## config.mk

```make
export PLATFORM = sky130hd
export DESIGN_NAME = data_ea_gen
export DESIGN_NICKNAME = d
export VERILOG_FILES = /design/src/rtl/ea_pkg.sv /design/src/rtl/ea_base_sel.sv /design/src/rtl/ea_offset_sel.sv /design/src/rtl/ea_adder.sv /design/src/rtl/data_ea_gen.sv
export SDC_FILE = /design/constraint.sdc
export NUM_CORES = 1
export LEC_CHECK = 0
export BUFFER_PORTS_ARGS = -buffer_cell sky130_fd_sc_hd__buf_4
export CAP_MARGIN = 5
export CORE_ASPECT_RATIO = 1.1
export CORE_MARGIN = 1.5
export CORE_UTILIZATION = 56
export CTS_CLUSTER_DIAMETER = 150
export DETAILED_ROUTE_END_ITERATION = 10
export GPL_TIMING_DRIVEN = 0
export HOLD_SLACK_MARGIN = 0.06
export PLACE_DENSITY = 0.87
export SLEW_MARGIN = 20
export SYNTH_ARGS = -nofsm -noshare
export SYNTH_HDL_FRONTEND = slang
export SYNTH_SLANG_ARGS = --single-unit
```

## constraint.sdc

```tcl
create_clock -name clk -period 9.11 [get_ports clk]
set_input_delay 0.911 -clock clk [delete_from_list [all_inputs] [get_ports clk]]
set_output_delay 0.911 -clock clk [all_outputs]
set_load 0.02 [all_outputs]
```

## src/rtl/ea_pkg.sv

```systemverilog
// Package: ea_pkg
// Shared mode encoding for the effective-address generator.
// Assumes a two-bit mode field; the top code is reserved.
package ea_pkg;

    typedef enum logic [1:0] {
        EA_MODE_BASE     = 2'b00,
        EA_MODE_BASE_IMM = 2'b01,
        EA_MODE_BASE_IDX = 2'b10,
        EA_MODE_RSVD     = 2'b11
    } ea_mode_e;

endpackage

```

## src/rtl/ea_base_sel.sv

```systemverilog
// Module: ea_base_sel
// Produces the base term of the address: zero when the register field
// number is zero, otherwise the supplied register value.
// Assumes ra_val is already read out of the register file for ra_idx.
module ea_base_sel #(
    parameter int ADDR_W = 32,
    parameter int IDX_W  = 5
) (
    input  logic [IDX_W-1:0]  ra_idx,
    input  logic [ADDR_W-1:0] ra_val,
    output logic [ADDR_W-1:0] base
);

    localparam logic [IDX_W-1:0] ZERO_IDX = '0;

    // Substitute the constant zero for field number zero.
    always_comb begin
        if (ra_idx == ZERO_IDX) begin
            base = '0;
        end else begin
            base = ra_val;
        end
    end

endmodule

```

## src/rtl/ea_offset_sel.sv

```systemverilog
// Module: ea_offset_sel
// Decodes the mode and picks the second addend: zero, the sign-extended
// immediate, or the index register value. Flags the reserved code.
// Assumes IMM_W <= ADDR_W.
module ea_offset_sel
    import ea_pkg::*;
#(
    parameter int ADDR_W = 32,
    parameter int IMM_W  = 16
) (
    input  logic [1:0]        mode,
    input  logic [IMM_W-1:0]  imm,
    input  logic [ADDR_W-1:0] rb_val,
    output logic [ADDR_W-1:0] offset,
    output logic              illegal
);

    localparam int EXT_W = ADDR_W - IMM_W;

    logic [ADDR_W-1:0] imm_ext;
    ea_mode_e          mode_e;

    // Widen the immediate, replicating its sign bit when it is narrower.
    generate
        if (EXT_W > 0) begin : g_sext
            assign imm_ext = {{EXT_W{imm[IMM_W-1]}}, imm};
        end else begin : g_same
            assign imm_ext = imm;
        end
    endgenerate

    assign mode_e = ea_mode_e'(mode);

    // Select the second addend and mark the reserved code.
    always_comb begin
        offset  = '0;
        illegal = 1'b0;
        case (mode_e)
            EA_MODE_BASE:     offset = '0;
            EA_MODE_BASE_IMM: offset = imm_ext;
            EA_MODE_BASE_IDX: offset = rb_val;
            default: begin
                offset  = '0;
                illegal = 1'b1;
            end
        endcase
    end

endmodule

```

## src/rtl/ea_adder.sv

```systemverilog
// Module: ea_adder
// Unsigned modular adder; the carry out of the top bit is discarded.
// Assumes both operands share the address width.
module ea_adder #(
    parameter int ADDR_W = 32
) (
    input  logic [ADDR_W-1:0] a,
    input  logic [ADDR_W-1:0] b,
    output logic [ADDR_W-1:0] sum
);

    // Add at the address width so the result wraps.
    always_comb begin
        sum = a + b;
    end

endmodule

```

## src/rtl/data_ea_gen.sv

```systemverilog
// Module: data_ea_gen
// Forms the effective address for data accesses from a base term and a
// mode-selected offset, registered through one stage with a valid strobe.
// Assumes register values are supplied alongside the request; synchronous
// active-low reset clears the strobes.
module data_ea_gen
    import ea_pkg::*;
#(
    parameter int ADDR_W = 32,
    parameter int IMM_W  = 16,
    parameter int IDX_W  = 5
) (
    input  logic              clk,
    input  logic              rst_n,
    input  logic              in_valid,
    input  logic [1:0]        mode,
    input  logic [IDX_W-1:0]  ra_idx,
    input  logic [ADDR_W-1:0] ra_val,
    input  logic [ADDR_W-1:0] rb_val,
    input  logic [IMM_W-1:0]  imm,
    output logic              out_valid,
    output logic [ADDR_W-1:0] ea,
    output logic              illegal_mode
);

    localparam logic [IDX_W-1:0] ZERO_IDX = '0;

    logic [ADDR_W-1:0] base_term;
    logic [ADDR_W-1:0] offset_term;
    logic [ADDR_W-1:0] ea_next;
    logic              illegal_next;

    ea_base_sel #(
        .ADDR_W (ADDR_W),
        .IDX_W  (IDX_W)
    ) u_base (
        .ra_idx (ra_idx),
        .ra_val (ra_val),
        .base   (base_term)
    );

    ea_offset_sel #(
        .ADDR_W (ADDR_W),
        .IMM_W  (IMM_W)
    ) u_offset (
        .mode    (mode),
        .imm     (imm),
        .rb_val  (rb_val),
        .offset  (offset_term),
        .illegal (illegal_next)
    );

    ea_adder #(
        .ADDR_W (ADDR_W)
    ) u_add (
        .a   (base_term),
        .b   (offset_term),
        .sum (ea_next)
    );

    // Strobes: cleared by reset, follow the request one cycle later.
    always_ff @(posedge clk) begin
        if (!rst_n) begin
            out_valid    <= 1'b0;
            illegal_mode <= 1'b0;
        end else begin
            out_valid    <= in_valid;
            illegal_mode <= in_valid & illegal_next;
        end
    end

    // Address register: loads on an accepted request, holds otherwise.
    always_ff @(posedge clk) begin
        if (!rst_n) begin
            ea <= '0;
        end else if (in_valid) begin
            ea <= ea_next;
        end
    end

    AST_VALID_FOLLOWS: assert property (@(posedge clk) disable iff (!rst_n)
        in_valid |=> out_valid);

    AST_IDLE_HOLDS: assert property (@(posedge clk) disable iff (!rst_n)
        !in_valid |=> (!out_valid && $stable(ea)));

    AST_FLAG_QUALIFIED: assert property (@(posedge clk) disable iff (!rst_n)
        illegal_mode |-> out_valid);

    AST_RSVD_FLAGGED: assert property (@(posedge clk) disable iff (!rst_n)
        (in_valid && mode == EA_MODE_RSVD) |=>
            (illegal_mode && ea == (($past(ra_idx) == ZERO_IDX) ? '0 : $past(ra_val))));

    AST_LEGAL_CLEAN: assert property (@(posedge clk) disable iff (!rst_n)
        (in_valid && mode != EA_MODE_RSVD) |=> !illegal_mode);

    AST_ZERO_FIELD: assert property (@(posedge clk) disable iff (!rst_n)
        (in_valid && mode == EA_MODE_BASE && ra_idx == ZERO_IDX) |=> (ea == '0));

    AST_BASE_ONLY: assert property (@(posedge clk) disable iff (!rst_n)
        (in_valid && mode == EA_MODE_BASE && ra_idx != ZERO_IDX) |=> (ea == $past(ra_val)));

    AST_INDEX_WRAP: assert property (@(posedge clk) disable iff (!rst_n)
        (in_valid && mode == EA_MODE_BASE_IDX && ra_idx != ZERO_IDX) |=>
            (ea == ADDR_W'($past(ra_val) + $past(rb_val))));

endmodule

```

# Word level (Yosys, flattened, before mapping)
# Index checks and enable logic that the tools add are counted.
# word_totals
output_inout_bits,34
word_cells,13
reg_bits,34
n_memories,0
romBits,0
ram_bits,0
latch_bits,0
# op_classes
addsub,1
reduce_logical,3
magnitude_cmp,0
n_shift,0
multipliers,0
muxes,3
eq_ne,2
n_div,0
bitwise,1
# ops
op,n
$pmux W32 S2,1
$add A32 B32 Y32,1
$mux W32,1
$logic_not A5 Y1,1
$reduce_or A3 Y1,1
$eq A2 B1 Y1 const B,1
$eq A2 B2 Y1 const B,1
$logic_not A2 Y1,1
$and A1 B1 Y1,1
$mux W1,1

# Depth between registers and ports, before layout
# Gate-level depths: netlist of the first run.
# logic_depth
depth_word,4
mapped_depth,15
mapped_depth_nobuf,13

# By module
# Synthesis of the first run repeated with hierarchy kept, for this count alone.
# hier_totals
hier_cells,467
hier_area_um2,3896.2
# by_module_without_submodules
mod,seq_area_each_um2,area_per_inst_um2,instances,cells_each
ea_adder,0.0,1744.2,1,241
data_ea_gen,680.7,1296.2,1,107
ea_offset_sel,0.0,534.3,1,79
ea_base_sel,0.0,321.6,1,40

# Least setup slack after synthesis of the first run
# No wires, ideal clock.
# synth_path
path_kind,input to register
from,input port ra_idx[0]
to,register ea[20]
t_arrival_ns,3.891
required_ns,8.994
slack_ns,5.103
path_stages,13
path_buffers,1
setup_ns,0.116
cell_sequence,or4_1 -> nor2_1 -> clkbuf_1 -> nor2b_1 -> ha_1 -> fa_1 -> a21o_1 -> a221oi_4 -> a2111o_1 -> a21oi_1 -> or3_1 -> nand3_1 -> a21boi_1
# synth_via
elab_chain_len,3
# synth_lines
item,line_no,text
"start, declared",data_ea_gen.sv:17,"input logic [IDX_W-1:0] ra_idx,"
$logic_not A5 Y1,ea_base_sel.sv:18,if (ra_idx == ZERO_IDX) begin
$mux W32,ea_base_sel.sv:18,
$add A32 B32 Y32,ea_adder.sv:14,sum = a + b;
"end signal, assigned",data_ea_gen.sv:77,ea <= ea_next;
"end, declared",data_ea_gen.sv:22,"output logic [ADDR_W-1:0] ea,"
# Every way passes these cells.
# A chain may end at the register's enable or synchronous reset.

# Worst setup path in the final report of the first run
# layout_path
from,input port ra_idx[0]
to,register ea[30]
# Same word-level chain as after synthesis.

==> results summary, run 1 <==
The flow ran to the end, and the final reports show no timing, DRC or antenna violations. The area share of the largest cell type after synthesis is 18.1%. The number of clock buffers inserted by TritonCTS is 5. The startpoint identified for the worst register-to-register timing path is ea[23]. The detailed-placement wirelength estimate came out at 9530 um. The worst slew slack as a fraction of its limit is 59.8%. The count of clock tree sinks is 34.

The setup-violating endpoint count in the final report is 0. The number of placement rows is 31. Data on the critical path is required at its endpoint by 9.27 ns. The critical path is of the input port to flop type. The minimum setup slack among reg-to-reg paths is 8.27 ns. The routed design has 11500 um of wire. The synthesized area per cell is 7.39 sq um. Data on the critical path arrives at its endpoint at 4.77 ns. The tree is rooted in a sky130_fd_sc_hd__clkbuf_8. The global-route total usage across every layer came out at 32.6%.

Across the routed clock network, the largest skew measured is 0 ns. The die covers 7200 sq um. The die span in x is 81.1 um. The path with the worst hold slack has its endpoint at ea[30].

Power comes to 531 uW. The area of the core region came out at 6520 sq um. The final worst slack is 4.50 ns.

The clock edge transition at the registers on the reported setup and hold paths came out at 0.07 ns. The post-layout instance area is 4860 sq um. The worst-case setup slack after placement is 4.26 ns. The utilization after layout is 74.6%. The final hold violation count came to 0. The register bit total from synthesis is 34. The library cells used most frequently in the layout, excluding fill and tap cells, are sky130_fd_sc_hd__buf_4, sky130_fd_sc_hd__nand2_1, sky130_fd_sc_hd__a21oi_1. The total number of vias is 4335.

In the synthesized netlist the dominant register cell turns out to be sky130_fd_sc_hd__dfxtp_1. The critical path's largest stage delay is 0.53 ns. The via count of the first global-routing pass came out at 4241.

The share of the cycle needed by the critical path after routing came out at 50.6%. The post-synthesis cell count is 508. The startpoint identified for the worst hold timing path is ea[30]. The floorplan die height came out at 88.9 um. sky130_fd_sc_hd__dfxtp_1 takes more of the synthesized area than any other cell. The largest fanout on the critical path came out at 10. The net count of the finished layout is 763. After the first detailed-routing iteration, the DRC count stood at 241. The launching element type of the critical path is an input port. Post-CTS timing repair inserted 0 buffers for setup. The share of synthesized area occupied by flip-flops and latches came out at 18.1%. The kind of cell adding the most delay to the critical path is compound AO/OA/AOI/OAI gates. The path category of the worst min-delay check is flop to flop. The congestion estimate from routability-driven global placement came to 0.949.

The proportion of layout cells with a drive suffix above 1 came out at 25.1%. The number of buffer cells added on primary ports is 123. The total negative slack for setup checks came out at 0 ns. The slowest stage of the critical path is the sky130_fd_sc_hd__or4_1 cell.

The placed standard-cell area is 4780 sq um. STA classifies the critical path endpoint as a flop. The highest attainable clock frequency came out at 217 MHz. The boundary pin count is 124. The final count of pins violating max slew came out at 0.

The count of nets left with antenna violations once routing finished came out at 0. The initial core utilization came out at 57.6%. The post-cts hold buffer count came out at 0. The worst hold path passes through 2 cells. The CTS tree is done. The average vias per placed instance is 6.02.

The post-synthesis instance area is 3750 sq um. The leakage power summed over all cells came out at 0.00228 uW. The first detailed-routing pass took 5 iterations. The critical path goes through buf_4 > or4_1 > nor2_1 > clkbuf_1 > nor2b_1 > ha_1 > fa_1 > a21o_1 > a221oi_4 > o22ai_1 > o21ai_0 > o21ai_0 > xnor2_1 > o21ai_0. The number of warning messages in the yosys log is 0.

The clock latency on the worst-skew pair is 0.29 ns. Setup repair after global routing left no endpoint under its margin. In the synthesized netlist the async set-or-reset flop fraction comes to 0%. The number of antenna violations at the first check in global routing came out at 0. The count of inserted antenna diode cells came out at 0. By area the synthesized netlist is led by sky130_fd_sc_hd__dfxtp_1, sky130_fd_sc_hd__ha_1, sky130_fd_sc_hd__nor2b_1, sky130_fd_sc_hd__a21oi_1, sky130_fd_sc_hd__nand2_1. The number of max-capacitance violations reported is 0.

The count of different cell masters after synthesis came out at 68. The number of gates given a new drive strength after cts is 0. Relative to the synthesized area, the layout overhead comes to 29.4%. For this run the aggregate overflow at the end of global routing stands at 0. Counting flops with a built-in enable in the synthesized netlist gives 0.

The slew at the pin closest to its max-slew limit is 0.603 ns. The sum of buffers and inverters on the critical path came out at 2. The most common library cell in the layout ignoring fill and taps is sky130_fd_sc_hd__buf_4. The wire length of the first global-routing pass is 18300 um. In the routed design, unresolved DRC markers number 0. The endpoint identified for the worst register-to-register timing path is ea[23]. The most frequent cell on the critical path is sky130_fd_sc_hd__o21ai_0.

The total power divided by cell area is 109 nW/um^2. The net count after synthesis came out at 633. The worst voltage drop across the vdd grid is 0.0000917 V. Counting along the longest clock path gives a buffer depth of 2. The minimum period implied by the final worst setup slack came out at 4.61 ns. The final-layout fill cell count is 527. The H-tree level count is 2. The worst register-to-register path has a depth of 2. The routed length per placed instance came out at 16.0 um. The largest net degree at the start of global routing is 11.
## logic make-up after synthesis
kind of cell	Yosys count	share of synthesized area, %
buffers and inverters	42	5.40
adder cells (fa/ha/maj)	35	11.9
XOR/XNOR	18	4.20
AO/OA/AOI/OAI	168	30.1
AND/OR/NAND/NOR	201	27.6
flip-flops	34	18.1
multiplexers	10	2.70
## synth_stat cells (3+ instances only)
cell	number
sky130_fd_sc_hd__inv_1	7
sky130_fd_sc_hd__o21ai_0	27
sky130_fd_sc_hd__and3_1	10
sky130_fd_sc_hd__o21bai_1	5
sky130_fd_sc_hd__a21o_1	14
sky130_fd_sc_hd__buf_2	7
sky130_fd_sc_hd__xnor2_1	13
sky130_fd_sc_hd__nor3_1	8
sky130_fd_sc_hd__a31oi_1	5
sky130_fd_sc_hd__o211a_1	3
sky130_fd_sc_hd__a21oi_1	51
sky130_fd_sc_hd__a211o_1	3
sky130_fd_sc_hd__nand2_1	51
sky130_fd_sc_hd__nand3b_1	3
sky130_fd_sc_hd__xor2_1	5
sky130_fd_sc_hd__o22ai_1	4
sky130_fd_sc_hd__nand4_1	13
sky130_fd_sc_hd__nand2b_1	4
sky130_fd_sc_hd__dfxtp_1	34
sky130_fd_sc_hd__clkbuf_1	19
sky130_fd_sc_hd__a22oi_1	15
sky130_fd_sc_hd__nand3_1	17
sky130_fd_sc_hd__or3_1	3
sky130_fd_sc_hd__buf_4	3
sky130_fd_sc_hd__nor2_1	36
sky130_fd_sc_hd__buf_6	3
sky130_fd_sc_hd__ha_1	34
sky130_fd_sc_hd__mux2i_1	9
sky130_fd_sc_hd__a211oi_1	4
sky130_fd_sc_hd__nor2b_1	41
sky130_fd_sc_hd__o21a_1	7
sky130_fd_sc_hd__o211ai_1	4
## power breakdown
group	switching, uW	total, uW	internal, uW
logic	140	253	113
registers	8.54	172	164
clock network	54.9	106	51.3
## per-layer routing
layer	part of all wire [%]	track usage, %	vias to the layer above
met2	52	62.2	170
met3	5.1	5.05	47
li1	-	-	2121
met1	38	33.3	1997
met4	5.1	18.3	0
met5	0	0	-
## how the worst max path moves through the flow
stage	startpoint	to	slack, ns	cells after the start
4_1_cts	ra_idx[0]	ea[30]	4.56	14
2_1_floorplan	ra_idx[0]	ea[20]	5.10	13
6_report	ra_idx[0]	ea[30]	4.50	14
3_3_place_gp	ra_idx[0]	ea[22]	4.34	14
5_1_grt	ra_idx[0]	ea[30]	4.21	14
3_5_place_dp	ra_idx[0]	ea[30]	4.26	14
## worst min-delay path, delay by kind of cell, from the launching register on
family | cells | cell delay [ns]
AO/OA/AOI/OAI | 1 | 0.06
flip-flops | 1 | 0.33
AND/OR/NAND/NOR | 1 | 0.04
## metrics by stage
step	instances	hold WS, ns
after floorplan	508	0.521
after global placement	713	0.442
after detailed placement	713	0.446
after CTS	720	0.462
after global routing	720	0.495
final	720	0.455
## area by class of cell
type	instances	area, sq um	share of cell area [%]
inverter	8	30.0	0.618
multi-input combinational	432	2870	59.1
sequential	34	681	14.0
clock buffer	5	68.8	1.42
timing repair buffer	123	923	19.0
buffer	34	173	3.55
clock inverter	2	10.0	0.206
tap	82	103	2.11
## registers in the layout, indices dropped and copies added, names as in the netlist
signal and cells:
out_valid 1, ea 32, illegal_mode 1
No activity file was read; power rests on OpenSTA's default activity.
==> inputs of run 2 (changes only) <==
--- a/config.mk
+++ b/config.mk
@@ -9,12 +9,12 @@
 export CAP_MARGIN = 5
 export CORE_ASPECT_RATIO = 1.1
 export CORE_MARGIN = 1.5
-export CORE_UTILIZATION = 56
+export CORE_UTILIZATION = 47
 export CTS_CLUSTER_DIAMETER = 150
 export DETAILED_ROUTE_END_ITERATION = 10
 export GPL_TIMING_DRIVEN = 0
 export HOLD_SLACK_MARGIN = 0.06
-export PLACE_DENSITY = 0.87
+export PLACE_DENSITY = 0.78
 export SLEW_MARGIN = 20
 export SYNTH_ARGS = -nofsm -noshare
 export SYNTH_HDL_FRONTEND = slang
==> constraint.sdc (replaced) <==
create_clock -name clk -period 4.1 [get_ports clk]
set_input_delay 0.41 -clock clk [delete_from_list [all_inputs] [get_ports clk]]
set_output_delay 0.41 -clock clk [all_outputs]
set_load 0.02 [all_outputs]
==> results summary, run 2 (same netlist as run 1, synthesis figures left out) <==
The run finished with clean final reports. The final count of pins violating max slew came out at 0 (unchanged). The boundary pin count came to 124 (unchanged). The worst slew slack as a fraction of its limit came out at 58.0% (-1.8 points).

The cell-internal power came out at 735 uW (+120%). The cell depth of the worst hold path came out at 2 (unchanged). The largest buffer count on any clock path is 2 (unchanged). The leakage power summed over all cells came out at 0.00228 uW (+0.17%). The average vias per placed instance came out at 5.77 (-4.2%).

The portion of total power attributed to the clock network is 21.3% (+1.3 points). The first-pass detailed-route iteration total came to 5 (unchanged). The cell total after placement came to 739 (+3.6%).

The post-CTS setup buffer count was 0 (unchanged). The number of gates given a new drive strength after cts came out at 0 (unchanged). The clock latency on the worst-skew pair is 0.30 ns (about the same). The area of the core region is 7830 sq um (+20%).

The count of clock tree sinks was 34 (unchanged). The detailed-placement wirelength estimate came to 9870 um (+3.5%). The worst-case clock skew came out at 0 ns (unchanged). The number of clock buffers inserted by TritonCTS is 5 (unchanged). The largest registers in the layout are ea (32), illegal_mode (1), out_valid (1).

The number of antenna violations at the first check in global routing came out at 0 (unchanged). The largest fanout on the critical path was 10 (unchanged). The combined area of the multi-input logic cells is 2870 sq um (unchanged). The number of buffer cells added on primary ports was 123 (unchanged). The data required time of the worst path is 4.30 ns (-4.97 ns). The setup-violating endpoint count in the final report came out at 0 (unchanged).

The count of routing violations after the opening detailed-route iteration was 244 (+1.2%). The setup path with the least slack is of type input port to flop. The via count of the first global-routing pass came out at 4247 (+0.14%). The number of placement rows came out at 34 (+9.7%). The register area was 681 sq um (unchanged). The library cell used most frequently in the layout, excluding fill and tap cells, is sky130_fd_sc_hd__buf_4. The worst voltage drop across the vdd grid came out at 0.000182 V (+98%). The highest attainable clock frequency is 261 MHz. The floorplan die height came out at 96.7 um (+8.9%). The logic depth of the worst register-to-register path is 2 (unchanged). The number of max-capacitance violations reported came out at 0 (unchanged).

The final-layout fill cell count came to 774 (+47%). The clock edge transition at the registers on the reported setup and hold paths was 0.08 ns (about the same). The count of inserted antenna diode cells is 0 (unchanged). The initial core utilization is 48.0% (-9.6 points). The H-tree level count is 2 (unchanged). The path category of the worst min-delay check is flop to flop. The total global routing overflow is 0 (unchanged).

The number of flip-flops under the largest register name came out at 32 (unchanged). The total power consumption of the routed design is 1200 uW (+130%). The number of standard cells in the final layout excluding fillers came to 747 (+3.8%). The area added between synthesis and finish came out at 30.6%. The share of total power consumed by net switching came to 39.0% (+0.76 points).

TritonCTS built the clock tree. The arrival time of the worst setup path came out at 4.02 ns (-0.75 ns). The share of the cycle needed by the critical path after routing came out at 93.3%.

The cell sitting at the root of the clock tree is a sky130_fd_sc_hd__clkbuf_8. The DRC violation count after routing came out at 0 (unchanged). The die span in x is 88.2 um (+8.8%). The total number of vias is 4310 (-0.58%). Setup repair after global routing left no endpoint under its margin. STA classifies the critical path endpoint as a flop. The number of nets in the layout came out at 763 (unchanged). The routability-driven placement congestion ratio came out at 0.881 (-7.1%). The slew at the pin closest to its max-slew limit is 0.629 ns (+0.0269 ns). The wire length of the first global-routing pass came out at 19400 um (+5.8%). More flip-flops sit in one register than any other, and that register is ea.

The final worst slack is 0.273 ns (-4.23 ns). The part of the total power dissipated in combinational logic came out at 47.0% (-0.6 points). The library cells used most frequently in the layout, excluding fill and tap cells, are sky130_fd_sc_hd__buf_4, sky130_fd_sc_hd__nand2_1, sky130_fd_sc_hd__a21oi_1.

The sequential cell fraction of total power is 31.7% (-0.7 points). The proportion of layout cells with a drive suffix above 1 was 25.4% (+0.27 points). The launching element type of the critical path is an input port.

The post-cts hold buffer count is 0 (unchanged). The total wire length is 12000 um (+4.6%). The antenna violation net count after detailed routing came out at 0 (unchanged). The global-route total usage across every layer is 28.2% (-4.3 points).

The switching component of the power is 470 uW (+130%). The worst-case setup slack after placement is -0.263 ns (-4.52 ns). The routed length per placed instance came to 16.1 um (+0.86%). The total power divided by cell area came out at 246 nW/um^2 (+120%). The minimum period implied by the final worst setup slack came out at 3.83 ns. The area enclosed by the die boundary is 8530 sq um (+18%). The final hold violation count is 0 (unchanged). The largest net degree at the start of global routing came to 13 (+2).
==> run 2: worst max-delay path, stage by stage <==
cell                       delay, ns
sky130_fd_sc_hd__buf_4          0.10
sky130_fd_sc_hd__or4_1          0.53
sky130_fd_sc_hd__nor2_1         0.28
sky130_fd_sc_hd__clkbuf_1       0.38
sky130_fd_sc_hd__nor2b_1        0.12
sky130_fd_sc_hd__ha_1           0.29
sky130_fd_sc_hd__clkbuf_1       0.20
sky130_fd_sc_hd__a21o_1         0.28
sky130_fd_sc_hd__a211o_1        0.27
sky130_fd_sc_hd__o22ai_1        0.30
sky130_fd_sc_hd__a21oi_1        0.14
sky130_fd_sc_hd__o22ai_1        0.27
sky130_fd_sc_hd__a21oi_1        0.12
sky130_fd_sc_hd__o311a_1        0.33
==> run 2: power by group through the flow <==
stage               registers, uW  logic [uW]  clock network (uW)
floorplan                     427         313                   0
global placement              388         552                   0
detailed placement            389         560                   0
CTS                           382         563                 256
global route                  385         616                 273
finish                        382         566                 257
==> run 2: routing by layer <==
| metal | vias to the layer above | share of wire, % | track usage [%] |
|---|---|---|---|
| met3 | 32 | 5.3 | 4.44 |
| met1 | 1987 | 39 | 31.3 |
| met5 | - | 0 | 0 |
| met4 | 0 | 2.8 | 9.50 |
| li1 | 2129 | - | - |
| met2 | 162 | 53 | 52.9 |
==> run 2: metrics by stage <==
step / utilization (%) / hold slack [ns] / cell area, sq um / setup TNS, ns
after floorplan: - / 0.521 / 3750 / 0
after global placement: 61.5 / 0.443 / 4810 / -0.729
after detailed placement: 61.5 / 0.446 / 4810 / -0.889
after CTS: 62.6 / 0.457 / 4900 / 0
after global routing: 62.6 / 0.483 / 4900 / 0
final: 62.6 / 0.456 / 4900 / 0
==> run 2: path summary, 6_finish.rpt <==
check                           startpoint  endpoint  slack (ns)
worst max-delay path             ra_idx[0]    ea[31]        0.27
worst min-delay path                ea[28]    ea[28]        0.46
worst max register to register      ea[31]    ea[31]        3.26
worst min register to register      ea[28]    ea[28]        0.46
==> run 2: final cells by class <==
class                      instances  area share, %
sequential                        34           13.9
inverter                           8          0.612
timing repair buffer             123           18.8
clock buffer                       5           1.40
clock inverter                     3          0.434
multi-input combinational        432           58.5
buffer                            34           3.55
tap                              108           2.76
==> inputs of run 3 (changes only) <==
--- a/config.mk
+++ b/config.mk
@@ -12,7 +12,6 @@
 export CORE_UTILIZATION = 47
 export CTS_CLUSTER_DIAMETER = 150
 export DETAILED_ROUTE_END_ITERATION = 10
-export GPL_TIMING_DRIVEN = 0
 export HOLD_SLACK_MARGIN = 0.06
 export PLACE_DENSITY = 0.78
 export SLEW_MARGIN = 20
==> constraint.sdc (replaced) <==
create_clock -name clk -period 4.1 [get_ports clk]
set_input_delay 0.615 -clock clk [delete_from_list [all_inputs] [get_ports clk]]
set_output_delay 0.615 -clock clk [all_outputs]
set_load 0.02 [all_outputs]
==> results summary, run 3 (same netlist as run 1, synthesis figures left out) <==
The number of gates given a new drive strength after cts came out at 0 (unchanged). The largest buffer count on any clock path is 2 (unchanged). The number of antenna violations at the first check in global routing came out at 0 (unchanged). The via count of the first global-routing pass came out at 4376 (+3.0%). The area added between synthesis and finish is 29.9%.

The total number of vias came out at 4266 (-1.0%). The area of the core region is 7830 sq um (unchanged). The number of nets in the layout is 746 (-2.2%).

The detailed-placement wirelength estimate came out at 10200 um (+3.5%). The final hold violation count came out at 0 (unchanged). The worst-case clock skew is 0 ns (unchanged).

The DRC violation count after routing came out at 0 (unchanged). The count of routing violations after the opening detailed-route iteration is 185 (-24%). The slowest library cell on the worst path is sky130_fd_sc_hd__or4_1. The boundary pin count came out at 124 (unchanged). The arrival time of the worst setup path came out at 3.82 ns (-0.20 ns). The beginning of the worst register-to-register path is ea[31].

The leakage power summed over all cells came out at 0.00228 uW (-0.41%). The number of flip-flops under the largest register name was 32 (unchanged). In the layout the commonest cells are sky130_fd_sc_hd__buf_4, sky130_fd_sc_hd__nand2_1, sky130_fd_sc_hd__a21oi_1. The initial core utilization came to 48.0% (unchanged). Counting flops per register, the top entry is ea. The count of clock tree sinks was 34 (unchanged). The total global routing overflow was 0 (unchanged). The type of element capturing the critical path is a flop. The critical path is of the input port to flop type. The largest fanout on the critical path came out at 30 (+20). The slew at the pin closest to its max-slew limit is 0.588 ns (-0.0412 ns).

The worst voltage drop across the vdd grid came out at 0.000165 V (-9.3%). The total negative slack for setup checks came out at 0 ns (unchanged). The most common library cell in the layout ignoring fill and taps is sky130_fd_sc_hd__buf_4. The routability-driven placement congestion ratio is 0.950 (+7.8%).

The number of max-capacitance violations reported came out at 0 (unchanged). The minimum period implied by the final worst setup slack came out at 3.64 ns (-0.189 ns). The placed standard-cell area came out at 4780 sq um (-0.62%). The data required time of the worst path is 4.28 ns (-0.02 ns).

TritonCTS built the clock tree. The antenna violation net count after detailed routing came out at 0 (unchanged). The number of clock buffers inserted by TritonCTS is 5 (unchanged).

The proportion of layout cells with a drive suffix above 1 is 26.4% (+1.0 points). The area enclosed by the die boundary is 8530 sq um (unchanged). Setup repair after global routing left no endpoint under its margin.

The post-layout instance area is 4880 sq um (-0.54%). The highest attainable clock frequency was 275 MHz (+5.2%). The worst slew slack as a fraction of its limit is 60.7% (+2.7 points). The switching component of the power came to 471 uW (+0.25%). The clock edge transition at the registers on the reported setup and hold paths is 0.07 ns (about the same).

In this run the worst setup path begins at ra_idx[0]. The first-pass detailed-route iteration total was 5 (unchanged). The critical path's largest stage delay was 0.55 ns (+0.02 ns).

The count of inserted antenna diode cells is 0 (unchanged). The number of placement rows is 34 (unchanged). STA classifies the critical path startpoint as an input port.

The share of total power consumed by net switching is 38.4% (-0.64 points). The final count of pins violating max slew came to 0 (unchanged). The sequential cell fraction of total power was 31.2% (-0.5 points). The wire length of the first global-routing pass is 20500 um (+5.6%). The clock latency on the worst-skew pair came to 0.29 ns (about the same). The post-CTS setup buffer count came out at 0 (unchanged).

The routed length per placed instance was 17.2 um (+7.1%). The kind of cell adding the most delay to the critical path is simple AND/OR/NAND/NOR gates. The total power divided by cell area is 252 nW/um^2 (+2.5%).

The critical path goes through buf_4 > or4_1 > nor2_2 > buf_12 > nor2b_1 > ha_1 > and3_4 > or3_4 > a221oi_2 > a21oi_1 > or3_1 > nand3_1 > a21boi_1. The cell-internal power is 757 uW (+3.0%). The global-route total usage across every layer came out at 30.0% (+1.8 points). The largest net degree at the start of global routing came out at 39 (+26).

The run finished with clean final reports. The number of buffer cells added on primary ports came out at 123 (unchanged). The share of the cycle needed by the critical path after routing came out at 88.7% (-4.6 points). The die span in x was 88.2 um (unchanged). The path category of the worst min-delay check is flop to flop. The startpoint of the most critical hold path is ea[24]. The post-cts hold buffer count came out at 0 (unchanged). The average vias per placed instance is 5.84 (+1.3%). The part of the total power dissipated in combinational logic was 47.0% (about the same). The floorplan die height is 96.7 um (unchanged).

The H-tree level count came out at 2 (unchanged). CTS placed an instance of sky130_fd_sc_hd__clkbuf_8 at the clock tree root. The sum of buffers and inverters on the critical path came to 2 (-1). The total wire length was 12600 um (+4.7%). The portion of total power attributed to the clock network came out at 21.9% (+0.6 points). The setup-violating endpoint count in the final report came out at 0 (unchanged). In the final layout, the registers with the most flip-flops are ea (32), illegal_mode (1), out_valid (1).
## run 3: cell types whose count changed in the layout (fill, tap and decap cells not counted), sizes merged
cell,change
buf,+4
clkbuf,-20
clkinv,-1
## run 3: layout make-up
| class | instances | area (sq um) |
|---|---|---|
| Clock buffer | 6 | 82.6 |
| Clock inverter | 2 | 12.5 |
| Fill cell | 747 | 2950 |
| Inverter | 8 | 30.0 |
| Multi-Input combinational cell | 432 | 2870 |
| Sequential cell | 34 | 681 |
| Tap cell | 108 | 135 |
| Timing Repair Buffer | 140 | 1060 |
## run 3: worst paths after layout
| check | end | slack (ns) | cells past startpoint |
|---|---|---|---|
| max | ea[20] | 0.46 | 13 |
| min | ea[24] | 0.46 | 2 |
| max reg2reg | ea[31] | 3.23 | 2 |
| min reg2reg | ea[24] | 0.46 | 2 |
## run 3: tightest hold or removal path, stage by stage, from the launching register on
cell and delay [ns]:
sky130_fd_sc_hd__dfxtp_1 0.31, sky130_fd_sc_hd__nand2_1 0.05, sky130_fd_sc_hd__o21ai_1 0.06
## run 3: metrics by stage
step	utilization [%]	worst slack, ns	std cells	hold WS, ns	power (uW)
after detailed placement	61.1	0.199	722	0.451	959
after global placement	61.1	0.235	722	0.438	950
final	62.3	0.462	730	0.464	1230
after global routing	62.3	0.342	730	0.492	1300
after CTS	62.3	0.505	730	0.462	1230
after floorplan	-	0.389	508	0.521	740
## run 3: power groups by stage
stage	combinational, uW	sequential (uW)	clock (uW)
floorplan	313	427	0
global placement	561	389	0
detailed placement	570	389	0
CTS	573	382	272
global route	625	386	287
finish	576	383	269
## run 3: layer usage
layer | track usage, % | up-vias | wire, um
met1 | 31.2 | 1980 | 4640
li1 | - | 2090 | -
met4 | 14.2 | 0 | 548
met2 | 56.5 | 158 | 6750
met3 | 4.78 | 38 | 654
met5 | 0 | - | 0
